==> src/rtl/spi9_pkg.sv <==
package spi9_pkg;

    localparam int WORD_BITS = 9;

    typedef enum logic [2:0] {
        S_IDLE,
        S_WAIT,
        S_LOW,
        S_HIGH,
        S_TAIL
    } ser_state_e;

    typedef struct packed {
        logic       dc;
        logic [7:0] data;
    } word9_t;

endpackage

==> src/rtl/spi9_half_timer.sv <==
module spi9_half_timer #(
    parameter int HALF = 2
) (
    input  logic clk,
    input  logic rst_n,
    input  logic run,
    output logic tick
);
    localparam int CW = (HALF > 1) ? $clog2(HALF) : 1;

    logic [CW-1:0] cnt_d, cnt_q;

    always_comb begin
        tick  = run && (cnt_q == CW'(HALF - 1));
        cnt_d = cnt_q;
        if (!run || tick) cnt_d = '0;
        else              cnt_d = cnt_q + 1'b1;
    end

    always_ff @(posedge clk or negedge rst_n) begin
        if (!rst_n) cnt_q <= '0;
        else        cnt_q <= cnt_d;
    end
endmodule

==> src/rtl/spi9_slot_insert.sv <==
module spi9_slot_insert #(
    parameter int SLOTS = 8,
    parameter int SW    = 4
) (
    input  logic [SLOTS*spi9_pkg::WORD_BITS-1:0] buf_i,
    input  logic [SW-1:0]                        slot,
    input  spi9_pkg::word9_t                     word_i,
    output logic [SLOTS*spi9_pkg::WORD_BITS-1:0] buf_o
);
    localparam int WB = spi9_pkg::WORD_BITS;

    // Slot 0 sits at the most significant end so it is shifted out first.
    for (genvar g = 0; g < SLOTS; g++) begin : g_slot
        assign buf_o[(SLOTS-1-g)*WB +: WB] =
            (slot == SW'(g)) ? word_i : buf_i[(SLOTS-1-g)*WB +: WB];
    end
endmodule

==> src/rtl/spi9_cmd_serializer.sv <==
module spi9_cmd_serializer #(
    parameter int CLK_DIV     = 4,  // even, >= 2: system cycles per SCLK period
    parameter int GROUP_WORDS = 8   // packed group size, multiple of 8 for whole bytes
) (
    input  logic       clk,
    input  logic       rst_n,
    input  logic       packed_mode,
    input  logic       in_valid,
    input  logic       in_dc,
    input  logic [7:0] in_data,
    input  logic       in_last,
    output logic       in_ready,
    output logic       sclk,
    output logic       cs_n,
    output logic       mosi,
    output logic       busy
);
    import spi9_pkg::*;

    localparam int HALF  = CLK_DIV / 2;
    localparam int GBITS = GROUP_WORDS * WORD_BITS;
    localparam int BCW   = $clog2(GBITS + 1);
    localparam int SW    = $clog2(GROUP_WORDS + 1);

    typedef struct packed {
        ser_state_e       st;
        logic [GBITS-1:0] sh;
        logic [BCW-1:0]   bits;
        logic [SW-1:0]    fill;
        logic             pk;
        logic             last;
        logic             tail_half;
        logic             sclk;
        logic             cs_n;
        logic             busy;
    } ser_regs_t;

    ser_regs_t r_d, r_q;

    logic             tick;
    logic             run;
    logic [GBITS-1:0] ins_buf;
    logic [GBITS-1:0] base_buf;
    word9_t           in_word;

    assign in_word  = '{dc: in_dc, data: in_data};
    assign base_buf = (r_q.fill == '0) ? '0 : r_q.sh;
    assign run      = (r_q.st == S_LOW) || (r_q.st == S_HIGH) || (r_q.st == S_TAIL);

    spi9_half_timer #(.HALF(HALF)) u_timer (
        .clk   (clk),
        .rst_n (rst_n),
        .run   (run),
        .tick  (tick)
    );

    spi9_slot_insert #(.SLOTS(GROUP_WORDS), .SW(SW)) u_insert (
        .buf_i  (base_buf),
        .slot   (r_q.fill),
        .word_i (in_word),
        .buf_o  (ins_buf)
    );

    always_comb begin
        logic mode_now;
        r_d      = r_q;
        in_ready = (r_q.st == S_IDLE) || (r_q.st == S_WAIT);
        mode_now = (r_q.st == S_IDLE) ? packed_mode : r_q.pk;

        unique case (r_q.st)
            S_IDLE, S_WAIT: begin
                if (in_valid) begin
                    r_d.pk   = mode_now;
                    r_d.cs_n = 1'b0;
                    r_d.busy = 1'b1;
                    r_d.last = in_last;
                    r_d.sh   = ins_buf;
                    if (!mode_now) begin
                        r_d.bits = BCW'(WORD_BITS);
                        r_d.fill = '0;
                        r_d.st   = S_LOW;
                    end else if (in_last || r_q.fill == SW'(GROUP_WORDS - 1)) begin
                        r_d.bits = BCW'(GBITS);
                        r_d.fill = '0;
                        r_d.st   = S_LOW;
                    end else begin
                        r_d.fill = r_q.fill + 1'b1;
                        r_d.st   = S_WAIT;
                    end
                end
            end
            S_LOW: begin
                if (tick) begin
                    r_d.sclk = 1'b1;
                    r_d.st   = S_HIGH;
                end
            end
            S_HIGH: begin
                if (tick) begin
                    r_d.sclk = 1'b0;
                    r_d.sh   = r_q.sh << 1;
                    r_d.bits = r_q.bits - 1'b1;
                    if (r_q.bits == BCW'(1)) begin
                        r_d.st        = r_q.last ? S_TAIL : S_WAIT;
                        r_d.tail_half = 1'b0;
                    end else begin
                        r_d.st = S_LOW;
                    end
                end
            end
            S_TAIL: begin
                if (tick) begin
                    if (r_q.tail_half) begin
                        r_d.st   = S_IDLE;
                        r_d.cs_n = 1'b1;
                        r_d.busy = 1'b0;
                        r_d.pk   = 1'b0;
                        r_d.last = 1'b0;
                    end else begin
                        r_d.tail_half = 1'b1;
                    end
                end
            end
            default: r_d.st = S_IDLE;
        endcase
    end

    always_ff @(posedge clk or negedge rst_n) begin
        if (!rst_n) begin
            r_q <= '{st: S_IDLE, sh: '0, bits: '0, fill: '0, pk: 1'b0,
                     last: 1'b0, tail_half: 1'b0, sclk: 1'b0, cs_n: 1'b1,
                     busy: 1'b0};
        end else begin
            r_q <= r_d;
        end
    end

    assign sclk = r_q.sclk;
    assign cs_n = r_q.cs_n;
    assign busy = r_q.busy;
    assign mosi = r_q.sh[GBITS-1];
endmodule

==> config.mk <==
export PLATFORM = sky130hd
export DESIGN_NAME = spi9_cmd_serializer
export DESIGN_NICKNAME = d
export VERILOG_FILES = /design/src/rtl/spi9_pkg.sv /design/src/rtl/spi9_half_timer.sv /design/src/rtl/spi9_slot_insert.sv /design/src/rtl/spi9_cmd_serializer.sv
export SDC_FILE = /design/constraint.sdc
export NUM_CORES = 1
export LEC_CHECK = 0
export ABC_AREA = 1
export CAP_MARGIN = 20
export CORE_UTILIZATION = 25
export DETAILED_ROUTE_END_ITERATION = 7
export PLACE_DENSITY = 0.49
export SYNTH_ARGS = -nofsm -noshare
export SYNTH_HDL_FRONTEND = slang
export SYNTH_HIERARCHICAL = 1
export SYNTH_SLANG_ARGS = --single-unit
==> constraint.sdc <==
create_clock -name clk -period 1.9 [get_ports clk]
set_input_delay 0.19 -clock clk [delete_from_list [all_inputs] [get_ports clk]]
set_output_delay 0.19 -clock clk [all_outputs]
set_load 0.005 [all_outputs]
==> results of run 1 <==
==> worst max path at each step <==
stage             from  endpoint  slack [ns]  cells after the start
2_1_floorplan   r_q[6]   r_q[18]        0.09                     10
3_3_place_gp    r_q[6]   r_q[20]        0.12                      9
3_5_place_dp    r_q[6]   r_q[21]         0.1                      9
4_1_cts        r_q[91]  in_ready       0.004                      4
5_1_grt         r_q[6]   r_q[21]       -0.06                      9
6_report        r_q[6]   r_q[21]        0.09                      9
==> state kept, by name (all words and copies together) (netlist names) <==
| name | count |
|---|---|
| r_q | 88 |
| busy | 1 |
| cs_n | 1 |
| mosi | 1 |
| sclk | 1 |
| u_timer/cnt_q | 1 |
==> cells by family after synthesis <==
family          after synthesis  synth area share (%)
xor+xnor                      5                 0.740
buf+inv                     162                  12.5
simple gates                472                  34.9
fa+ha+maj                     4                 0.845
flops                        93                  39.3
compound gates               85                  11.8
==> where the power goes <==
part	switching, mW	total (mW)	internal (mW)
combinational	2.61	4.15	1.54
sequential	0.197	2.56	2.36
clock	0.835	2.03	1.20
==> through the flow <==
step           total power [mW]  setup TNS (ns)  cell area, um2  worst slack, ns  utilization [%]
2_1_floorplan              5.12               0            5920           0.0944                -
3_5_place_dp               6.34               0            6620           0.0973             28.9
4_1_cts                    8.42               0            6970          0.00422             30.4
6_report                   8.74               0            7190           0.0909             31.4
5_1_grt                    9.34          -0.441            7190          -0.0638             31.4
3_3_place_gp               6.34               0            6620            0.120             28.9
==> synth_stat cells, drive strengths merged <==
cell,number,area [um2]
dfrtp,92,2300
o21ai,8,40.0
inv,99,372
nor3b,1,7.51
buf,41,273
nor3,1,5.00
nand4,1,6.26
ha,4,50.1
nand3b,1,7.51
nor2,99,397
o21a,1,7.51
xor2,3,26.3
nand3,149,751
clkbuf,22,93.8
a21oi,4,20.0
o22ai,1,6.26
nand2,220,891
xnor2,2,17.5
o221ai,71,622
dfstp,1,26.3
==> final cells by class <==
class / instances / area (um2) / share of cell area [%]
Timing Repair Buffer: 64 / 855 / 11.9
Multi-Input combinational cell: 567 / 2920 / 40.5
Clock inverter: 6 / 91.3 / 1.27
Tap cell: 313 / 392 / 5.44
Inverter: 99 / 372 / 5.17
Clock buffer: 10 / 239 / 3.32
Sequential cell: 93 / 2330 / 32.4
==> cells in the final DEF (no fill, tap or decap), drive strengths merged, types with 3 or more instances in the layout <==
| master | Yosys | routed |
|---|---|---|
| ha | 4 | 4 |
| o221ai | 71 | 71 |
| clkbuf | 22 | 16 |
| xor2 | 3 | 3 |
| a21oi | 4 | 4 |
| nand3 | 149 | 149 |
| buf | 41 | 40 |
| nor2 | 99 | 99 |
| dfrtp | 92 | 92 |
| clkdlybuf4s50 | 0 | 16 |
| inv | 99 | 101 |
| nand2 | 220 | 221 |
| o21ai | 8 | 8 |
==> repair_timing <==
action,4_1_cts,5_1_grt
hold endpoints to repair,35,0
gates cloned,0,8
hold buffers,1,0
setup endpoints to repair,1,57
gates resized for setup,0,13
pin swaps,0,3
buffers inserted,1,0
==> worst register-to-register path, stage by stage, from the launching register on <==
cell	delay (ns)
sky130_fd_sc_hd__dfrtp_1	0.43
sky130_fd_sc_hd__inv_1	0.11
sky130_fd_sc_hd__ha_1	0.16
sky130_fd_sc_hd__nor3b_2	0.21
sky130_fd_sc_hd__clkbuf_16	0.37
sky130_fd_sc_hd__nor2_1	0.08
sky130_fd_sc_hd__nand2_1	0.07
sky130_fd_sc_hd__nand2_1	0.06
sky130_fd_sc_hd__nand3_1	0.08
sky130_fd_sc_hd__o221ai_1	0.12
==> routing by layer <==
| metal | vias to the layer above | routed length (um) | global-route usage, % |
|---|---|---|---|
| met5 | - | 0 | 0 |
| met4 | 0 | 261 | 3.92 |
| li1 | 2741 | - | - |
| met2 | 103 | 7690 | 21.6 |
| met1 | 2618 | 8790 | 19.8 |
| met3 | 24 | 624 | 2.61 |
==> metrics.json, run 1 <==
{
  "synth_seq_cells": 93,
  "die_w_um": 156,
  "hpwlAfterDp_um": 9740,
  "wl_per_cell_um": 15.1,
  "std_cell_rows": 55,
  "finalWeightedCongestion": 0.776,
  "core_area_um2": 22900,
  "dr_total_vias": 5486,
  "final_number_of_setup_violating_endpoints": 0,
  "synth_nets": 839,
  "instances_no_fill": 1152,
  "start_util_pct": 25.8,
  "critical_path.endpoint_type": "flop",
  "global_route.usage.total_pct": 14.0,
  "clock_pin_slew_on_the_worst_setup_and_hold_paths_ns": 0.07,
  "drcViolationCount": 0,
  "worstPathArrival_ns": 2.03,
  "synth.lib_cells_used.distinct": 30,
  "worstHoldPathType": "in2async",
  "p_leak_nw": 3.27,
  "worst-slew-pin-transition_ns": 0.582,
  "grt.overflow.total": 0,
  "run_status": "finished clean",
  "areaGrowthSynthToFinish_pct": 21.5,
  "numCtsBuffers": 9,
  "power-per-cell-area_nw_per_um2": 1210,
  "post-place-cells": 1126,
  "clock_sinks": 93,
  "die_area_um2": 24300,
  "initialDrtViolationCount": 405,
  "timing.rr.end": "r_q[21]",
  "antennaDiodeCount": 0,
  "post-route-min-period_ns": 1.81,
  "clock-skew-final_ns": 0.0125,
  "worst_slew_margin_rel_pct": 61.2,
  "i_o_pin_count": 19,
  "critical_path.slowest_cell": "sky130_fd_sc_hd__dfrtp_1",
  "power.ir.vdd_worst_v": 0.000936,
  "final_period_utilization_pct": 95.2,
  "critical_path_buf_inv_count": 2,
  "final_net_count": 852,
  "detail_route.wirelength_um": 17400,
  "setup.reg_to_reg.worst_slack_ns": 0.09,
  "grt_first_pass_wirelength_um": 27000,
  "wp_data_required_ns": 2.12,
  "worst-path-max-fanout": 72,
  "setup.worst_path.class": "reg2reg",
  "post_synthesis_cell_area_um2": 5920,
  "drive_above_1_share_pct": 11.0,
  "cts_root_buf": "sky130_fd_sc_hd__clkbuf_16",
  "path_delay_family": "simple AND/OR/NAND/NOR gates",
  "drv_cap": 0,
  "grt_setup_unrepaired": "yes",
  "reg2regPathDepth": 9,
  "fin_worst_hold_slack_ns": 0.368,
  "insertion_delay_ns": 0.36,
  "grt_start_max_net_pins": 73,
  "die_ht_um": 156,
  "fmax_mhz": 553,
  "cp_slowest_stage_delay_ns": 0.43,
  "first_global_vias": 5108,
  "critical-path-top-cell-by-count": "sky130_fd_sc_hd__nand2_1",
  "initial_antenna_violation_count": 0,
  "timing_hold_violations_final": 0,
  "cts_tree": "done",
  "drt.antenna.violating_nets": 0,
  "sequential_fraction_of_the_synthesis_area_pct": 39.3,
  "fillerInstances": 2430,
  "synthCells": 821,
  "critical_path.cell_chain": "inv_1 > ha_1 > nor3b_2 > clkbuf_16 > nor2_1 > nand2_1 > nand2_1 > nand3_1 > o221ai_1",
  "post_drt_via_cell_ratio": 4.76,
  "h-tree-depth": 3,
  "critical_path.startpoint_type": "flop",
  "worstReg2RegStart": "r_q[6]",
  "yosys_warnings": 6,
  "cts-root-to-sink-buffers": 2,
  "final_max_slew_viol_count": 0,
  "detail_route.first_pass.iterations": 5,
  "syn-mean-instance-area_um2": 7.21,
  "place.port_buffers": 18
}
Power figures use the tool's default switching activity.
==> inputs of run 2 (changes only) <==
- ABC_CLOCK_PERIOD_IN_PS: default -> 1900
==> results of run 2 <==
Final layout, timing and power as in run 1 (identical DEF).
